## config.mk

```make
export PLATFORM = sky130hd
export DESIGN_NAME = vstrip_scan_seq
export DESIGN_NICKNAME = d
export VERILOG_FILES = /design/src/rtl/vstrip_pkg.sv /design/src/rtl/vstrip_walker.sv /design/src/rtl/vstrip_framer.sv /design/src/rtl/vstrip_scan_seq.sv
export SDC_FILE = /design/constraint.sdc
export NUM_CORES = 1
export LEC_CHECK = 0
export BUFFER_PORTS_ARGS = -buffer_cell sky130_fd_sc_hd__buf_2
export CORE_AREA = 4 4 135 137
export DETAILED_ROUTE_END_ITERATION = 10
export DIE_AREA = 0 0 139 141
export HOLD_SLACK_MARGIN = 0.15
export PLACE_DENSITY = 0.58
export SYNTH_ARGS = -nofsm -noshare
export SYNTH_HDL_FRONTEND = slang
export SYNTH_SLANG_ARGS = --single-unit
```

## constraint.sdc

```tcl
create_clock -name clk -period 2.8 [get_ports clk]
set_clock_uncertainty 0.2 [all_clocks]
set_input_delay 0.14 -clock clk [delete_from_list [all_inputs] [get_ports clk]]
set_output_delay 0.14 -clock clk [all_outputs]
set_load 0.005 [all_outputs]
```

## src/rtl/vstrip_pkg.sv

```systemverilog
package vstrip_pkg;
  typedef struct packed {
    logic ref_smp;
    logic seg_first;
    logic ref_blk;
    logic blk_last;
  } scan_flags_t;
endpackage

```

## src/rtl/vstrip_walker.sv

```systemverilog
module vstrip_walker #(
  parameter int ADDR_W = 16,
  parameter int COL_W  = 12,
  parameter int ROWS   = 16
) (
  input  logic              clk,
  input  logic              rst,
  input  logic              start,
  input  logic [ADDR_W-1:0] base_in,
  input  logic [COL_W-1:0]  width_in,
  output logic              busy,
  output logic              accept,
  output logic              row_first,
  output logic              row_last,
  output logic              col_last,
  output logic [COL_W-1:0]  col,
  output logic [ADDR_W-1:0] row_off,
  output logic [ADDR_W-1:0] base_q
);
  localparam int ROW_W = (ROWS > 1) ? $clog2(ROWS) : 1;

  logic [ROW_W-1:0] row;
  logic [COL_W-1:0] width_q;

  assign accept    = start && !busy && (width_in != '0);
  assign row_first = (row == '0);
  assign row_last  = (row == ROW_W'(ROWS - 1));
  assign col_last  = (col == width_q - COL_W'(1));

  always_ff @(posedge clk) begin
    if (rst) begin
      busy    <= 1'b0;
      row     <= '0;
      col     <= '0;
      row_off <= '0;
      width_q <= '0;
      base_q  <= '0;
    end else if (accept) begin
      busy    <= 1'b1;
      row     <= '0;
      col     <= '0;
      row_off <= '0;
      width_q <= width_in;
      base_q  <= base_in;
    end else if (busy) begin
      if (row_last) begin
        row     <= '0;
        row_off <= '0;
        if (col_last) begin
          busy <= 1'b0;
        end else begin
          col <= col + COL_W'(1);
        end
      end else begin
        row     <= row + ROW_W'(1);
        row_off <= row_off + ADDR_W'(width_q);
      end
    end
  end
endmodule

```

## src/rtl/vstrip_framer.sv

```systemverilog
module vstrip_framer #(
  parameter int SEG_BLOCKS  = 64,
  parameter int REF_W       = 8,
  parameter int REF_DEFAULT = 32
) (
  input  logic             clk,
  input  logic             rst,
  input  logic             scan_begin,
  input  logic             blk_advance,
  input  logic             ref_load,
  input  logic [REF_W-1:0] ref_value,
  output logic             seg_first,
  output logic             int_first
);
  localparam int  SEG_W   = (SEG_BLOCKS > 1) ? $clog2(SEG_BLOCKS) : 1;
  localparam bit  SEG_POW2 = ((SEG_BLOCKS & (SEG_BLOCKS - 1)) == 0);

  logic [SEG_W-1:0] seg_cnt;
  logic [REF_W-1:0] ref_cnt;
  logic [REF_W-1:0] ref_active;
  logic [REF_W-1:0] ref_pending;
  logic             int_last;

  assign seg_first = (seg_cnt == '0);
  assign int_first = (ref_cnt == '0);
  assign int_last  = (ref_cnt == ref_active - REF_W'(1));

  generate
    if (SEG_POW2) begin : g_seg_wrap
      always_ff @(posedge clk) begin
        if (rst || scan_begin) seg_cnt <= '0;
        else if (blk_advance)  seg_cnt <= seg_cnt + SEG_W'(1);
      end
    end else begin : g_seg_cmp
      always_ff @(posedge clk) begin
        if (rst || scan_begin) seg_cnt <= '0;
        else if (blk_advance)
          seg_cnt <= (seg_cnt == SEG_W'(SEG_BLOCKS - 1)) ? '0 : seg_cnt + SEG_W'(1);
      end
    end
  endgenerate

  always_ff @(posedge clk) begin
    if (rst) begin
      ref_cnt    <= '0;
      ref_active <= REF_W'(REF_DEFAULT);
    end else if (scan_begin) begin
      ref_cnt    <= '0;
      ref_active <= ref_pending;
    end else if (blk_advance) begin
      if (int_last) begin
        ref_cnt    <= '0;
        ref_active <= ref_pending;
      end else begin
        ref_cnt <= ref_cnt + REF_W'(1);
      end
    end
  end

  always_ff @(posedge clk) begin
    if (rst) ref_pending <= REF_W'(REF_DEFAULT);
    else if (ref_load && (ref_value != '0)) ref_pending <= ref_value;
  end
endmodule

```

## src/rtl/vstrip_scan_seq.sv

```systemverilog
module vstrip_scan_seq
  import vstrip_pkg::*;
#(
  parameter int ADDR_W      = 16,
  parameter int COL_W       = 12,
  parameter int STRIP_ROWS  = 16,
  parameter int SEG_BLOCKS  = 64,
  parameter int REF_W       = 8,
  parameter int REF_DEFAULT = 32
) (
  input  logic              clk,
  input  logic              rst,
  input  logic              start,
  input  logic [ADDR_W-1:0] strip_base,
  input  logic [COL_W-1:0]  img_width,
  input  logic              ref_load,
  input  logic [REF_W-1:0]  ref_value,
  output logic [ADDR_W-1:0] rd_addr,
  output logic              rd_valid,
  output logic              ref_sample,
  output logic              seg_start,
  output logic              ref_block,
  output logic              blk_end,
  output logic              scan_done
);
  logic              busy, accept, row_first, row_last, col_last;
  logic [COL_W-1:0]  col;
  logic [ADDR_W-1:0] row_off, base_q;
  logic              seg_first, int_first;
  logic              last_q;
  scan_flags_t       flags_d, flags_q;

  vstrip_walker #(.ADDR_W(ADDR_W), .COL_W(COL_W), .ROWS(STRIP_ROWS)) u_walker (
    .clk(clk), .rst(rst), .start(start), .base_in(strip_base), .width_in(img_width),
    .busy(busy), .accept(accept), .row_first(row_first), .row_last(row_last),
    .col_last(col_last), .col(col), .row_off(row_off), .base_q(base_q)
  );

  vstrip_framer #(.SEG_BLOCKS(SEG_BLOCKS), .REF_W(REF_W), .REF_DEFAULT(REF_DEFAULT)) u_framer (
    .clk(clk), .rst(rst), .scan_begin(accept), .blk_advance(busy && row_last),
    .ref_load(ref_load), .ref_value(ref_value),
    .seg_first(seg_first), .int_first(int_first)
  );

  always_comb begin
    flags_d           = '0;
    flags_d.ref_smp   = busy && row_first && int_first;
    flags_d.seg_first = busy && row_first && seg_first;
    flags_d.ref_blk   = busy && int_first;
    flags_d.blk_last  = busy && row_last;
  end

  always_ff @(posedge clk) begin
    if (rst) begin
      rd_addr   <= '0;
      rd_valid  <= 1'b0;
      flags_q   <= '0;
      last_q    <= 1'b0;
      scan_done <= 1'b0;
    end else begin
      rd_addr   <= base_q + row_off + ADDR_W'(col);
      rd_valid  <= busy;
      flags_q   <= flags_d;
      last_q    <= busy && row_last && col_last;
      scan_done <= last_q;
    end
  end

  assign ref_sample = flags_q.ref_smp;
  assign seg_start  = flags_q.seg_first;
  assign ref_block  = flags_q.ref_blk;
  assign blk_end    = flags_q.blk_last;
endmodule

```

==> results.ini, run 1 <==
[run_status]
outcome = complete, no violations

[job]
max_cap_viol_count = 0

[yosys]
synth_edf_count = 0
yosys_warnings = 0
synth.net_count = 801
yosysTopAreaCellShare_pct = 36.00
syn-cell-area_um2 = 6339
synth-seq-cells = 114
synth_flop_cell = dfxtp_1
synthArstFlopShare_pct = 0
yosys.area.top_type = dfxtp_1
synth_cell_types = 68
syn_inst = 709
synthTopCellsByArea = dfxtp_1 (36%), ha_1 (7.5%), nor2_1 (6.3%)
yosysMostFrequentCell = dfxtp_1
synth_area_per_cell_um2 = 8.940
yosys-top-cells-count = dfxtp_1 (114), nor2_1 (106), nand2_1 (61)
ys_seq_area_share_pct = 36.00

[timing]
setup_tns_ps = 0
max_freq_mhz = 367.7
setup_violations = 0
rsz0062_at_grt = true
period_needed_ps = 2720
period_share_pct = 97.13
slew_violations = 0
worstMarginPinSlew_ps = 616.4
slew_headroom_pct = 58.39
setup_ws_ps = 80.33
timing.hold.ws_ps = 229.3
hold_violations = 0

[drt]
drtPass1Iterations = 5
drc = 0
via_count = 5482
final_antenna_net_count = 0
drt_iter0_drc = 292
vias_per_cell = 4.966
wl_per_cell_um = 14.72
drt-total-wl_mm = 16.25

[worst_setup_path]
crit_fanout = 3
critPathKind = reg2reg
critPathLaunch = u_walker.row_off[1]
crit_path_start_kind = flip-flop
worst_ep_required_time_ps = 2880
critPathTopFamily = adder cells
max_stage_delay_ps = 470
path_buf_inv = 1
r2r_start = u_walker.row_off[1]
critPathArrivalTime_ps = 2800
critPathSlowestCell = fa_1
path_cells = fa_1, ha_2, fa_2, a21o_1, a21oi_2, o211ai_1, a31oi_1, buf_4, xor2_1, nor2_1
critPathCaptureType = flip-flop

[placement]
portBuffers = 61
placed_cells = 1009
finalWeightedCongestion = 0.8461
post-place-ws_ps = -46.82
hpwl_mm = 11.72

[clocking]
worstSkewPairLatency_ps = 420
cts-root-buf = clkbuf_16
cts.sinks = 114
cts_max_level = 4
cts_buffers = 17
clk_pin_slew_worst_paths_ps = 60
ctsLongestPathBuffers = 2
cts_tree = done

[pwr]
power_frac_clock_pct = 48.6
power_density_nw_per_um2 = 537.6
p_leak_uw = 0.003659
internal_power_uw = 3384
pwr-share-seq_pct = 38.0
max-vdd-ir-drop_mv = 0.4503
power.switching_uw = 1181
p_comb_share_pct = 13.4
switching_share_pct = 25.87
total_power_uw = 4565

[min_path]
hp-class = in2reg
min_from = start

[final_layout]
drive_gt1_share_pct = 20.48
multiInputGateArea_um2 = 3985
nets = 958
fillers = 1649
area_delta_synth_final_pct = 33.95
antenna_cells = 0
fin_cells = 1104
ff_latch_area_um2 = 2287

[floorplanning]
fp.dieH_um = 141
rows = 48
die_area_um2 = 19600
io_pins = 62
start_util_pct = 37.16
dieWidth_um = 139
core_um2 = 17060

[global_routing]
grt_usage_pct = 16.60
grt_pass1_vias = 5173
grt_pass1_wl_mm = 26.21
grt_max_degree = 58
antenna_found_initial = 0
gr-total-overflow = 0

-- through the flow --
step	utilization [%]	cell area (µm²)
after floorplan	-	6344
after global placement	41.91	7148
after detailed placement	41.91	7148
after CTS	48.80	8323
after global routing	49.78	8491
final	49.78	8491
-- power by group through the flow --
stage	clock, µW	combinational, µW	sequential [µW]
finish	2220	612	1740
global route	2340	671	1740
floorplan	0	348	1750
global placement	0	517	1770
CTS	2270	587	1730
detailed placement	0	521	1770
-- sequential cells by signal, indices dropped and copies added, names as in the netlist --
signal                flops
rd_valid                  1
ref_sample                1
u_walker.width_q         12
rd_addr                  16
u_walker.row              4
last_q                    1
u_walker.row_off         16
u_framer.ref_active       8
ref_block                 1
blk_end                   1
u_framer.seg_cnt          6
u_walker.col             12
seg_start                 1
u_walker.busy             1
u_walker.base_q          16
scan_done                 1
u_framer.ref_cnt          8
u_framer.ref_pending      8
-- logic make-up (layout without fill, tap and decap cells) --
kind of cell | count (synthesis) | after routing | synth area share [%]
flip-flops | 114 | 114 | 36.00
AO/OA/AOI/OAI | 128 | 129 | 14.21
multiplexers | 39 | 39 | 6.159
buffers and inverters | 54 | 223 | 3.435
adder cells (fa/ha/maj) | 52 | 52 | 11.92
AND/OR/NAND/NOR | 265 | 265 | 20.39
XOR/XNOR | 57 | 57 | 7.876
-- area by class of cell --
cell class,instances,share of cell area [%]
clock inverters,15,2.151
flip-flops and latches,114,26.94
well taps,225,3.316
inverters,28,1.238
repair buffers,163,14.41
clock buffers,17,5.010
multi-input cells,542,46.93
-- per-layer routing --
layer / GRT usage, % / vias to the layer above / part of all wire, %
li1: - / 2826 / -
met3: 3.392 / 16 / 3.5
met5: 0 / - / 0
met1: 22.40 / 2560 / 48
met4: 6.385 / 0 / 1.6
met2: 26.26 / 80 / 47
-- what timing repair did --
item | CTS | global route
cloned | 0 | 1
setup buffers | 0 | 6
endpoints found under the hold margin | 43 | 0
resized for setup | 3 | 21
hold buffers | 56 | 0
pin swaps | 4 | 14
setup endpoints to repair | 5 | 33
-- worst paths after layout --
check / endpoint / slack [ps] / cells after the start
worst max-delay path: rd_addr[11] / 80 / 10
worst min-delay path: u_walker.width_q[4] / 230 / 6
worst max register to register: rd_addr[11] / 80 / 10
worst min register to register: scan_done / 280 / 1
-- cell usage in the layout, fill, tap and decap left out, types with 7 or more instances in the layout --
master	n
nor3_1	10
xnor2_1	30
buf_4	45
fa_1	13
a21o_1	7
buf_2	61
or4_1	7
nand3_1	11
nor4_1	10
mux2i_1	39
xor2_1	26
o21ai_0	18
ha_1	35
inv_1	28
a31oi_1	9
dfxtp_1	110
nor2_1	105
nand4_1	11
clkbuf_16	17
dlygate4sd3_1	56
a21oi_1	30
nor2b_1	7
nand2_1	60
-- tightest hold or removal path, stage by stage --
cell      delay, ps
buf_2           100
inv_1            80
a311oi_4         90
buf_4           200
mux2i_1         130
nor2_1           70
No activity file was read; power rests on OpenSTA's default activity.
==> inputs of run 2 (changes only) <==
- PLACE_DENSITY: 0.58 -> 0.65
==> results.ini, run 2 (synthesized netlist as in run 1, its figures left out) <==
[run_status]
outcome = complete, no violations

[final_layout]
nets = 982
stdcell_area_um2 = 8700
final_common_cell = dfxtp_1
mostFrequentLayoutCells = dfxtp_1 (111), nor2_1 (105), dlygate4sd3_1 (81), nand2_1 (61), buf_2 (61)
antenna_cells = 0
reg_top3 = rd_addr: 16 flops, u_walker.base_q: 16 flops, u_walker.row_off: 16 flops
drive_gt1_share_pct = 19.27
area_delta_synth_final_pct = 37.25

[timing]
slew_violations = 0
setup_tns_ps = 0
worstMarginPinSlew_ps = 624.8
hold_violations = 0
period_needed_ps = 2742
slew_headroom_pct = 57.82
setup_violations = 0
max_freq_mhz = 364.8
rsz0062_at_grt = true
period_share_pct = 97.91

[worst_setup_path]
critPathArrivalTime_ps = 2830
critPathCaptureType = flip-flop
worst_ep_required_time_ps = 2890
critPathKind = reg2reg
path_buf_inv = 1
max_stage_delay_ps = 480
critPathSlowestCell = fa_1
crit_fanout = 3
critPathTopFamily = adder cells
path_cells = fa_1, ha_2, fa_2, a21o_1, a21oi_2, o211ai_1, a31oi_1, buf_4, xor2_1, nor2_1
crit_path_start_kind = flip-flop

[clocking]
clk_pin_slew_worst_paths_ps = 50
cts_max_level = 4
cts_tree = done
cts_buffers = 17
worstSkewPairLatency_ps = 420
cts.sinks = 114
ctsLongestPathBuffers = 2
cts-root-buf = clkbuf_16

[floorplanning]
core_um2 = 17060
die_area_um2 = 19600
dieWidth_um = 139
fp.dieH_um = 141
rows = 48
start_util_pct = 37.16
io_pins = 62

[global_routing]
grt_max_degree = 34
grt_pass1_vias = 5641
grt_pass1_wl_mm = 27.66
grt_usage_pct = 17.29
gr-total-overflow = 0
antenna_found_initial = 0

[pwr]
max-vdd-ir-drop_mv = 0.4381
power_density_nw_per_um2 = 523.6
p_leak_uw = 0.003849

[min_path]
hp-class = reg2reg

[placement]
dpl-instance-area_um2 = 7136
finalWeightedCongestion = 0.8355
portBuffers = 61
hpwl_mm = 11.55

[drt]
vias_per_cell = 5.083
drc = 0
wl_per_cell_um = 14.88
drt-total-wl_mm = 16.79
drt_iter0_drc = 327
final_antenna_net_count = 0
via_count = 5734
drtPass1Iterations = 5

[job]
max_cap_viol_count = 0

[run 2: through the flow]
| step | setup slack, ps | hold WS, ps | utilization [%] | instances | power (µW) |
|---|---|---|---|---|---|
| detailed placement | -73.77 | 180.0 | 41.84 | 1009 | 2277 |
| floorplan | 6.176 | 29.89 | - | 709 | 2102 |
| CTS | 33.03 | 274.5 | 50.11 | 1123 | 4561 |
| finish | 58.49 | 270.0 | 51.01 | 1128 | 4555 |
| global route | -42.90 | 291.7 | 51.01 | 1128 | 4734 |
| global placement | -34.20 | 172.7 | 41.84 | 1009 | 2271 |
[run 2: per-layer routing]
| layer | global-route usage (%) | wire (µm) |
|---|---|---|
| met1 | 22.06 | 7764 |
| met4 | 5.767 | 285 |
| met3 | 3.460 | 574 |
| met5 | 0 | 0 |
| met2 | 29.40 | 8165 |
[run 2: final cells by class]
type	count	area, µm²
Tap cell	225	281.5
Fill cell	1569	8357
Multi-Input combinational cell	542	3985
Clock inverter	10	133.9
Timing Repair Buffer	187	1454
Inverter	28	105.1
Sequential cell	114	2286
Clock buffer	22	454.2
[run 2: power breakdown]
group          switching (µW)  internal [µW]
Clock                     777           1420
Combinational             314            310
Sequential               55.4           1680
Total                    1150           3410
[run 2: worst paths after layout]
path,cells past startpoint,startpoint,slack [ps],endpoint
setup / recovery,10,u_walker.col[1],60,rd_addr[11]
hold / removal,1,last_q,270,scan_done
hold reg to reg,1,last_q,270,scan_done
setup reg to reg,10,u_walker.col[1],60,rd_addr[11]
[run 2: timing repair]
action,CTS,global route
hold buffers,81,0
resized for setup,3,23
hold endpoints to repair,64,0
setup buffers,1,4
cloned,0,1
pin swaps,4,19
setup endpoints to repair,4,27
==> inputs of run 3 (changes only) <==
- PLACE_DENSITY: 0.65 -> default
==> results.ini, run 3 (synthesized netlist as in run 1, its figures left out) <==
[timing]
period_needed_ps = 2758
worstMarginPinSlew_ps = 605.2
hold_violations = 0
max_freq_mhz = 362.6
setup_tns_ps = 0
slew_headroom_pct = 59.38
slew_violations = 0
period_share_pct = 98.50
setup_violations = 0
rsz0062_at_grt = true

[clocking]
cts_max_level = 4
cts_buffers = 17
cts.sinks = 114
clk_pin_slew_worst_paths_ps = 50
cts_tree = done
ctsLongestPathBuffers = 2
worstSkewPairLatency_ps = 420
cts-root-buf = clkbuf_16

[drt]
drc = 0
vias_per_cell = 5.036
final_antenna_net_count = 0
drt-total-wl_mm = 16.36
drtPass1Iterations = 5
wl_per_cell_um = 14.61
drt_iter0_drc = 357
via_count = 5640

[floorplanning]
io_pins = 62
rows = 48
core_um2 = 17060
die_area_um2 = 19600
dieWidth_um = 139
fp.dieH_um = 141
start_util_pct = 37.16

[placement]
finalWeightedCongestion = 0.8549
dpl-instance-area_um2 = 7106
hpwl_mm = 11.64
portBuffers = 61

[worst_setup_path]
critPathLaunch = u_walker.row_off[1]
r2r_cells = 10
crit_path_start_kind = flip-flop
r2r_setup_slack_ps = 40
reg2reg_to = rd_addr[11]
crit_fanout = 3
r2r_start = u_walker.row_off[1]
critPathKind = reg2reg
critPathCaptureType = flip-flop
critPathArrivalTime_ps = 2840
worst_ep_required_time_ps = 2890
endpoint = rd_addr[11]

[global_routing]
grt_util_met2_pct = 27.18
gr-usage-met3_pct = 3.324
grt_pass1_wl_mm = 27.03
grt_max_degree = 35
antenna_found_initial = 0
grt_pass1_vias = 5397
top_usage_layer = met2
grt_usage_pct = 16.85
grt_use_met1_pct = 22.51
gr-total-overflow = 0

[pwr]
power_density_nw_per_um2 = 501.0
max-vdd-ir-drop_mv = 0.4369
p_leak_uw = 0.003764

[final_layout]
final_common_cell = dfxtp_1
nets = 975
stdcell_area_um2 = 8616
reg_top3 = rd_addr: 16 flops, u_walker.base_q: 16 flops, u_walker.row_off: 16 flops
mostFrequentLayoutCells = dfxtp_1 (111), nor2_1 (105), dlygate4sd3_1 (81), nand2_1 (61), buf_2 (61)
antenna_cells = 0
area_delta_synth_final_pct = 35.93
drive_gt1_share_pct = 19.44

[run_status]
outcome = complete, no violations

[min_path]
hp-class = in2reg

[job]
max_cap_viol_count = 0

[run 3: cell count changes in the layout (fill, tap and decap cells not counted), sizes merged]
| cell | change |
|---|---|
| a31oi | -1 |
| buf | -6 |
| bufinv | -3 |
| clkbuf | +4 |
| clkinv | -1 |
| clkinvlp | -1 |
[run 3: how the worst min path moves through the flow]
stage,slack [ps],cells past startpoint,start,end
floorplan,30,1,rst,rd_valid
global placement,180,3,strip_base[8],u_walker.base_q[8]
detailed placement,180,3,ref_value[5],u_framer.ref_pending[5]
CTS,250,1,last_q,scan_done
global route,260,6,start,u_walker.busy
finish,220,6,start,u_walker.busy
[run 3: power by group]
group / internal [µW] / switching [µW]
Clock: 1210 / 738
Sequential: 1680 / 55.0
Combinational: 317 / 311
Total: 3210 / 1100
[run 3: worst max-delay path, cell delays in order, from the launching register on]
cell and delay (ps):
dfxtp_2 320, fa_1 520, ha_4 190, fa_2 330, a21o_1 170, a21oi_2 160, o211ai_1 150, a31oi_1 250
buf_4 140, xor2_1 130, nor2_1 50
[run 3: routing by layer]
layer	routed length [µm]	share of wire, %	vias to the layer above
met5	0	0	-
met4	272	1.7	0
met1	7743	47	2657
met2	7772	47	109
met3	574	3.5	21
li1	-	-	2853
[run 3: what timing repair did]
item,CTS,global route
endpoints found under the setup margin,6,56
hold buffers,81,0
pin swaps,4,13
resized for setup,4,30
hold endpoints to repair,65,0
setup buffers,0,3
[run 3: layout make-up]
| cell class | instances | area, µm² |
|---|---|---|
| clock buffer | 26 | 499.2 |
| clock inverter | 5 | 27.53 |
| fill | 1590 | 8441 |
| inverter | 28 | 105.1 |
| multi-input combinational | 541 | 4000 |
| sequential | 114 | 2286 |
| tap | 225 | 281.5 |
| timing repair buffer | 181 | 1416 |
[run 3: through the flow]
stage	hold slack [ps]	power [µW]	instances	util, %	setup WS [ps]
5_1_grt	264.0	4481	1120	50.51	-60.86
6_report	215.7	4316	1120	50.51	41.93
2_1_floorplan	29.89	2102	709	-	6.176
3_3_place_gp	175.2	2274	1005	41.66	-40.60
3_5_place_dp	178.2	2278	1005	41.66	-31.00
4_1_cts	245.5	4316	1117	49.57	13.88
